===== src/rtl/pint_pkg.sv =====
package pint_pkg;
    localparam int NCH     = 32;
    localparam int NBYTES  = NCH / 8;
    localparam int HALF_W  = 8;
    localparam int PORT_W  = 2 * HALF_W;
    localparam int FIELD_W = 8;
    localparam int NCTRL   = 3;   // mask, edge, invert

    typedef enum logic [2:0] {
        A_ASSIGN = 3'd0,
        A_REQ    = 3'd1,
        A_MSET   = 3'd2,
        A_MCLR   = 3'd3,
        A_ESET   = 3'd4,
        A_ECLR   = 3'd5,
        A_ISET   = 3'd6,
        A_ICLR   = 3'd7
    } reg_addr_e;

    typedef struct packed {
        logic             set;
        logic             clr;
        logic [NCH-1:0]   bits;
    } setclr_cmd_t;

    function automatic logic [NCH-1:0] apply_setclr(input logic [NCH-1:0] cur,
                                                    input setclr_cmd_t cmd);
        if (cmd.set)      return cur | cmd.bits;
        else if (cmd.clr) return cur & ~cmd.bits;
        else              return cur;
    endfunction

    function automatic logic [NCH-1:0] merge_bytes(input logic [NCH-1:0] old_v,
                                                   input logic [NCH-1:0] new_v,
                                                   input logic [NBYTES-1:0] strb);
        logic [NCH-1:0] r;
        for (int b = 0; b < NBYTES; b++)
            r[8*b +: 8] = strb[b] ? new_v[8*b +: 8] : old_v[8*b +: 8];
        return r;
    endfunction
endpackage


===== src/rtl/pint_sync.sv =====
module pint_sync #(
    parameter int W = 32
) (
    input  logic         clk,
    input  logic         rst,
    input  logic [W-1:0] d_i,
    output logic [W-1:0] q_o
);
    logic [W-1:0] s1_q, s2_q;

    always_ff @(posedge clk) begin
        if (rst) begin
            s1_q <= '0;
            s2_q <= '0;
        end else begin
            s1_q <= d_i;
            s2_q <= s1_q;
        end
    end

    assign q_o = s2_q;
endmodule


===== src/rtl/pint_lane_mux.sv =====
module pint_lane_mux
    import pint_pkg::*;
#(
    parameter int NUM_PORTS = 4
) (
    input  logic [NUM_PORTS*PORT_W-1:0] pins_i,
    input  logic [NCH-1:0]              assign_i,
    output logic [NCH-1:0]              lanes_o
);
    for (genvar b = 0; b < NBYTES; b++) begin : g_byte
        localparam int UPPER = b % 2;   // odd bytes take upper halves
        logic [FIELD_W-1:0] sel;
        logic [HALF_W-1:0]  pick;

        assign sel = assign_i[FIELD_W*b +: FIELD_W];

        always_comb begin
            pick = '0;
            for (int p = 0; p < NUM_PORTS; p++)
                if (sel == FIELD_W'(p))
                    pick = pins_i[PORT_W*p + HALF_W*UPPER +: HALF_W];
        end

        assign lanes_o[HALF_W*b +: HALF_W] = pick;
    end
endmodule


===== src/rtl/pint_setclr_reg.sv =====
module pint_setclr_reg
    import pint_pkg::*;
(
    input  logic           clk,
    input  logic           rst,
    input  setclr_cmd_t    cmd_i,
    output logic [NCH-1:0] state_o
);
    logic [NCH-1:0] st_q;

    always_ff @(posedge clk) begin
        if (rst) st_q <= '0;
        else     st_q <= apply_setclr(st_q, cmd_i);
    end

    assign state_o = st_q;

    AST_SET_STICKS: assert property (@(posedge clk) disable iff (rst)
        cmd_i.set |=> ((state_o & $past(cmd_i.bits)) == $past(cmd_i.bits)));
    AST_CLR_DROPS: assert property (@(posedge clk) disable iff (rst)
        (cmd_i.clr && !cmd_i.set) |=> ((state_o & $past(cmd_i.bits)) == '0));
endmodule


===== src/rtl/pint_req_latch.sv =====
module pint_req_latch
    import pint_pkg::*;
(
    input  logic           clk,
    input  logic           rst,
    input  logic [NCH-1:0] sensed_i,
    input  logic [NCH-1:0] edge_mode_i,
    input  logic [NCH-1:0] ack_i,
    output logic [NCH-1:0] req_o
);
    logic [NCH-1:0] prev_q, req_q, rise;

    assign rise = sensed_i & ~prev_q;

    always_ff @(posedge clk) begin
        if (rst) begin
            prev_q <= '0;
            req_q  <= '0;
        end else begin
            prev_q <= sensed_i;
            req_q  <= (edge_mode_i & ((req_q & ~ack_i) | rise))
                    | (~edge_mode_i & sensed_i);
        end
    end

    assign req_o = req_q;

    AST_EDGE_HOLD: assert property (@(posedge clk) disable iff (rst)
        1'b1 |=> ((req_q & $past(edge_mode_i & req_q & ~ack_i))
                  == $past(edge_mode_i & req_q & ~ack_i)));
    AST_NEW_EDGE_WINS: assert property (@(posedge clk) disable iff (rst)
        1'b1 |=> ((req_q & $past(edge_mode_i & sensed_i & ~prev_q))
                  == $past(edge_mode_i & sensed_i & ~prev_q)));
    AST_LEVEL_FOLLOW: assert property (@(posedge clk) disable iff (rst)
        1'b1 |=> ((req_q & ~$past(edge_mode_i))
                  == ($past(sensed_i) & ~$past(edge_mode_i))));
endmodule


===== src/rtl/pin_irq_router.sv =====
module pin_irq_router
    import pint_pkg::*;
#(
    parameter int NUM_PORTS = 4
) (
    input  logic                        clk,
    input  logic                        rst,
    input  logic [NUM_PORTS*16-1:0]     pins_i,
    input  logic                        we_i,
    input  logic [2:0]                  addr_i,
    input  logic [3:0]                  wstrb_i,
    input  logic [31:0]                 wdata_i,
    output logic [31:0]                 rdata_o,
    output logic                        irq_o
);
    localparam int IDX_MASK = 0;
    localparam int IDX_EDGE = 1;
    localparam int IDX_INV  = 2;

    logic [NCH-1:0] assign_q;
    logic [NCH-1:0] lanes, synced, sensed, req, ack;
    logic [NCH-1:0] ctrl_st [NCTRL];
    setclr_cmd_t    ctrl_cmd [NCTRL];

    // assignment register with byte strobes
    always_ff @(posedge clk) begin
        if (rst)
            assign_q <= '0;
        else if (we_i && addr_i == A_ASSIGN)
            assign_q <= merge_bytes(assign_q, wdata_i, wstrb_i);
    end

    // paired set / clear control registers: mask, edge, invert
    for (genvar g = 0; g < NCTRL; g++) begin : g_ctrl
        localparam logic [2:0] SET_A = 3'(2 + 2 * g);
        localparam logic [2:0] CLR_A = 3'(3 + 2 * g);
        assign ctrl_cmd[g].set  = we_i && addr_i == SET_A;
        assign ctrl_cmd[g].clr  = we_i && addr_i == CLR_A;
        assign ctrl_cmd[g].bits = wdata_i;
        pint_setclr_reg u_reg (
            .clk    (clk),
            .rst    (rst),
            .cmd_i  (ctrl_cmd[g]),
            .state_o(ctrl_st[g])
        );
    end

    pint_lane_mux #(.NUM_PORTS(NUM_PORTS)) u_mux (
        .pins_i  (pins_i),
        .assign_i(assign_q),
        .lanes_o (lanes)
    );

    pint_sync #(.W(NCH)) u_sync (
        .clk(clk),
        .rst(rst),
        .d_i(lanes),
        .q_o(synced)
    );

    assign sensed = synced ^ ctrl_st[IDX_INV];
    assign ack    = (we_i && addr_i == A_REQ) ? wdata_i : '0;

    pint_req_latch u_req (
        .clk        (clk),
        .rst        (rst),
        .sensed_i   (sensed),
        .edge_mode_i(ctrl_st[IDX_EDGE]),
        .ack_i      (ack),
        .req_o      (req)
    );

    always_comb begin
        unique case (reg_addr_e'(addr_i))
            A_ASSIGN:       rdata_o = assign_q;
            A_REQ:          rdata_o = req;
            A_MSET, A_MCLR: rdata_o = ctrl_st[IDX_MASK];
            A_ESET, A_ECLR: rdata_o = ctrl_st[IDX_EDGE];
            default:        rdata_o = ctrl_st[IDX_INV];
        endcase
    end

    assign irq_o = |(req & ctrl_st[IDX_MASK]);

    AST_ASSIGN_HI_KEPT: assert property (@(posedge clk) disable iff (rst)
        (we_i && addr_i == A_ASSIGN && wstrb_i[3:2] == 2'b00)
        |=> $stable(assign_q[31:16]));
    AST_ASSIGN_LO_KEPT: assert property (@(posedge clk) disable iff (rst)
        (we_i && addr_i == A_ASSIGN && wstrb_i[1:0] == 2'b00)
        |=> $stable(assign_q[15:0]));
    AST_IRQ_MASKED: assert property (@(posedge clk) disable iff (rst)
        (ctrl_st[IDX_MASK] == '0) |-> !irq_o);
endmodule


===== config.mk =====
export PLATFORM = sky130hd
export DESIGN_NAME = pin_irq_router
export DESIGN_NICKNAME = d
export VERILOG_FILES = /design/src/rtl/pint_pkg.sv /design/src/rtl/pint_sync.sv /design/src/rtl/pint_lane_mux.sv /design/src/rtl/pint_setclr_reg.sv /design/src/rtl/pint_req_latch.sv /design/src/rtl/pin_irq_router.sv
export SDC_FILE = /design/constraint.sdc
export NUM_CORES = 1
export LEC_CHECK = 0
export BUFFER_PORTS_ARGS = -buffer_cell sky130_fd_sc_hd__buf_2
export CELL_PAD_IN_SITES_DETAIL_PLACEMENT = 0
export CELL_PAD_IN_SITES_GLOBAL_PLACEMENT = 1
export CORE_MARGIN = 2
export CORE_UTILIZATION = 44
export CTS_CLUSTER_DIAMETER = 100
export DETAILED_ROUTE_END_ITERATION = 8
export GPL_TIMING_DRIVEN = 0
export HOLD_SLACK_MARGIN = 0.08
export PLACE_DENSITY = 0.89
export SYNTH_ARGS = -nofsm -noshare
export SYNTH_HDL_FRONTEND = slang
export SYNTH_SLANG_ARGS = --single-unit

===== constraint.sdc =====
create_clock -name clk -period 1.9 [get_ports clk]
set_input_delay 0.285 -clock clk [delete_from_list [all_inputs] [get_ports clk]]
set_output_delay 0.285 -clock clk [all_outputs]
set_load 0.03 [all_outputs]

# Word level (Yosys, flattened, before mapping)
# Index checks and enable logic that the tools add are counted.
# totals
in_bits	106
reg_bits	256
output_inout_bits	33
# op_classes
n_bitwise	18
n_reduce_logical	23
n_eq_ne	19
mux	24
# op_table
op	n
32-bit AND	8
32-bit 2-to-1 mux	7
32-bit OR	5
8-bit 2-to-1 mux	16
32-bit inverter	4
32-bit one-hot mux with 4 select lines	1
8-bit by 2-bit equality test with 1-bit output, second input constant	8
8-bit by 1-bit equality test with 1-bit output, second input constant	4
8-bit zero test	4
32-bit OR reduction	1
32-bit XOR	1
3-bit equality test, second input constant	4
1-bit logical AND	8
2-bit AND reduction	4
3-bit by 2-bit equality test with 1-bit output, second input constant	2
2-bit nonzero test	3
2-bit OR reduction	2
3-bit by 1-bit equality test with 1-bit output, second input constant	1
3-bit zero test	1

# Logic depth before layout (Yosys ltp)
# depth
depth_word	8
mapped_depth	6

# Hierarchy
# Synthesis repeated with hierarchy kept, for this count alone.
# hier_totals
cells_unflattened	1148
area_unflattened_um2	12687.2
# by_module_without_submodules
module	area_per_inst_um2	seq_area_each_um2	cells_per_inst	instances
pint_setclr_reg	1410.1	640.6	137	3
pin_irq_router	3265.6	640.6	323	1
pint_req_latch	2222.1	1281.2	199	1
pint_sync	1918.1	1281.2	135	1
pint_lane_mux	1051.0	0.0	80	1

# Worst setup path after synthesis
# OpenSTA, ideal clock, no wires.
# synth_timing
kind	input -> output
start	in addr_i[1]
end	out rdata_o[10]
path_buffers	2
stages	5
t_arrival_ps	1775
path_slack_ps	-160
required_ps	1615
cell_sequence	buf_1 > nor3b_1 > clkbuf_1 > nand2_1 > a21oi_1
# synth_via
elab_chain_len	3
word_cells_on_any_way	9
cone_classes	5 x eq/ne; 1 x mux; 3 x reduce/logical
# synth_rtl
element	line_no	text
start, declared	pin_irq_router.sv:10	input logic [2:0] addr_i,
3-bit equality test or 3-bit by 2-bit equality test with 1-bit output (tied branches)	pin_irq_router.sv:74	unique case (reg_addr_e'(addr_i))
2-bit OR reduction	pin_irq_router.sv:74	
32-bit one-hot mux with 4 select lines (*)	pin_irq_router.sv:74	
end, declared	pin_irq_router.sv:13	output logic [31:0] rdata_o,
# Mark *: on every way between the ends. The rest lies on a longest branch, timed or not.

# Worst setup path in the final report
# layout_timing
start	reg u_req.req_q[24] (netlist: u_req.req_o[24])
end	out irq_o
# layout_via
elab_chain_len	2
# layout_rtl
element	line_no	text
start, declared	pint_req_latch.sv:11	logic [NCH-1:0] prev_q, req_q, rise;
start signal, assigned	pint_req_latch.sv:21	req_q <= (edge_mode_i & ((req_q & ~ack_i) | rise))
32-bit AND	pin_irq_router.sv:83	assign irq_o = |(req & ctrl_st[IDX_MASK]);
32-bit OR reduction	pin_irq_router.sv:83	
end, declared	pin_irq_router.sv:14	output logic irq_o
# Every way passes these cells.

==> impl_metrics.ini <==
[floorplan]
die_h_microns = 165.3
io_pins = 139
die_area_sq_um = 27320
die_x_microns = 165.3
num_rows = 59
coreArea_sq_um = 25760
start_util_pct = 44.43

[global_routing]
grt_pass1_vias = 10320
grt.overflow.total = 0
grt_pass1_wl_microns = 62200
track_usage_pct = 30.55
antenna_found_initial = 2
grt_max_degree = 15

[final_layout]
fillers = 2342
final_common_cell = dfxtp_1
synthToLayoutAreaGrowth_pct = 23.56
stdcell_count = 1780
drive_gt1_share_pct = 22.33
mostFrequentLayoutCells = dfxtp_1, a21oi_1, nand2_1
nets = 1529

[sta]
finalCriticalPeriod_ns = 2.250
fmax_ghz = 0.4445
rsz0062_at_grt = yes
slew_violations = 0
setup_slack_ns = -0.3496
hold_viol = 0
slew_headroom_pct = 42.05
setup_violations = 4
tns_ns = -0.4389
fin_crit_sh_pct = 118.4
clock_skew_ns = 0.01672
worst_pin_slew_ns = 0.8693

[logic_synthesis]
synth_nets = 1382
synth_edf_count = 0
synth_flop_cell = dfxtp_1
synth_seq_cells = 256
syn_inst = 1276
synth_cell_types = 33
syn_area_per_cell_sq_um = 8.970
synth.yosys.warnings = 0
async_reset_ff_share_pct = 0
synth.yosys.seq_area_share_pct = 44.77
syn_area_sq_um = 11450

[worst_setup_path]
crit_type = reg -> out
cp.depth = 4
crit_required_ns = 1.62
cp_cell_sequence = a22oi_2 > nand4_1 > or4_4 > buf_6
worstSetupStartpointType = flip-flop
r2r_slack_ns = 0.02
path_buf_inv = 1
critPathMaxFanout = 3
slowest_delay_ns = 0.49
cpMaxStageDelayCell = or4_4
r2r-end = u_sync.s1_q[2]$_SDFF_PP0_
r2r-start = assign_q[7]$_SDFFE_PP0P_
endpoint_kind = output port
crit_family = simple AND/OR/NAND/NOR gates
r2r_cells = 3
cp_data_arrival_time_ns = 1.96

[placed_design]
gp_congestion = 0.9607
dpl.hpwl_microns = 29770
post-place-cells = 1714
io_buffer_count = 103
pre_cts_ws_ns = -1.090

[route]
routedWlPerCell_microns = 23.58
drt-total-wl_microns = 41970
first_pass_iters = 6
drcViolationCount = 0
routed_via_density = 6.099
first_iter_violations = 1349
dr_total_vias = 10860
drtAntennaViolNets = 0

[pwr]
max-vdd-ir-drop_mv = 0.7137
p_per_area_nw_per_um2 = 911.0
p_leak_nw = 5.154

[worst_hold_path]
hold_class = in -> reg
hold_end = u_sync.s1_q[20]$_SDFF_PP0_
min_path_cells = 3
holdCritStartpoint = pins_i[20]

[clocking]
h-tree-depth = 1
clk_pin_slew_ns = 0.06
cts_tree = yes
cts_buffers = 27
cts-root-buf = clkbuf_16
clockBufferDepth = 3
insertion_delay_ns = 0.55
clock_sinks = 256

[run_status]
status = finished, violations left
failed_checks = setup timing

[job]
maxCapViolations = 0
[power breakdown]
part	switching, W	internal (W)
Combinational	0.000990	0.000600
Clock	0.00227	0.00323
Sequential	0.000196	0.00559
Total	0.00346	0.00942
[kinds of logic (layout without fill, tap and decap cells)]
kind of cell              Yosys count  in the layout  synth area share (%)
xor gates and xnor gates           32             32                 2.449
AOI/OAI and AO/OA                 440            440                 26.54
other                               0              3                     0
and+or+nand+nor                   326            326                 15.12
muxes                              64             64                 5.859
buffers and inverters             158            324                 5.258
DFF                               256            256                 44.77
[cells in the mapped netlist, types with 2 or more instances]
cell type	instances	area (sq um)
dfxtp_1	256	5125
a21oi_1	146	730.7
clkbuf_1	118	442.9
nand2_1	101	379.1
a311oi_1	96	840.8
nand2b_1	68	425.4
nor2_1	65	244.0
a211oi_1	51	382.9
a21o_1	46	345.3
mux2i_1	40	400.4
o22ai_1	38	237.7
nor2b_1	33	206.5
xnor2_1	32	280.3
mux2_2	24	270.3
nand3b_1	18	135.1
o2bb2ai_1	18	157.7
buf_1	17	63.81
a22oi_1	16	120.1
inv_1	16	60.06
o21ai_0	16	80.08
nor3b_1	15	112.6
o211a_1	8	80.08
buf_2	7	35.03
or4_1	7	52.55
a211oi_2	5	62.56
and3_1	5	31.28
nand4_1	4	25.02
nor4_2	3	37.54
and3b_1	2	17.52
or4_4	2	22.52
[routing by layer]
metal | global-route usage (%) | routed length, microns | vias to the layer above
met3 | 6.294 | 4328 | 130
met1 | 40.44 | 16730 | 5131
met5 | 0 | 0 | -
li1 | - | - | 4947
met4 | 13.87 | 2196 | 0
met2 | 48.01 | 18710 | 648
[timing repair]
| item | CTS | global route |
|---|---|---|
| gates cloned | 0 | 0 |
| setup endpoints to repair | 49 | 51 |
| gates resized for setup | 124 | 82 |
| pin swaps | 14 | 10 |
| endpoints found under the hold margin | 32 | 0 |
| hold buffers | 17 | 0 |
| buffers inserted | 5 | 1 |
[worst reg2reg max path, stage by stage, from the launching register on]
cell and delay, ns:
dfxtp_1 0.33, or4_4 0.56, or4_4 0.59, o211a_1 0.28
[worst max path at each step]
stage / slack, ns / start / endpoint
floorplan: -0.002 / addr_i[1] / rdata_o[10]
global placement: -1.10 / addr_i[1] / rdata_o[24]
detailed placement: -1.09 / addr_i[1] / rdata_o[24]
CTS: -0.36 / flip-flop / irq_o
global route: -0.36 / flip-flop / irq_o
finish: -0.35 / u_req.req_o[24]$_SDFF_PP0_ / irq_o
[area by class of cell]
| class | instances | area (sq um) | area share [%] |
|---|---|---|---|
| Multi-Input combinational cell | 862 | 6086 | 43.03 |
| Sequential cell | 256 | 5182 | 36.65 |
| Timing Repair Buffer | 126 | 822.0 | 5.813 |
| Clock buffer | 36 | 759.5 | 5.370 |
| Buffer | 134 | 643.1 | 4.547 |
| Tap cell | 335 | 419.2 | 2.964 |
| Clock inverter | 12 | 162.7 | 1.150 |
| Inverter | 16 | 60.06 | 0.4247 |
| Antenna cell | 3 | 7.507 | 0.05308 |
[metrics by stage]
stage | power (W) | utilization [%] | instance area, sq um | hold WS, ns
3_5_place_dp | 0.007325 | 48.48 | 12490 | 0.4239
5_1_grt | 0.01323 | 54.87 | 14140 | 0.1107
6_report | 0.01288 | 54.89 | 14140 | 0.09754
2_1_floorplan | 0.006755 | - | 11550 | 0.4138
3_3_place_gp | 0.007300 | 48.48 | 12490 | 0.4208
4_1_cts | 0.01282 | 54.15 | 13950 | 0.1006
Power figures use the tool's default switching activity.
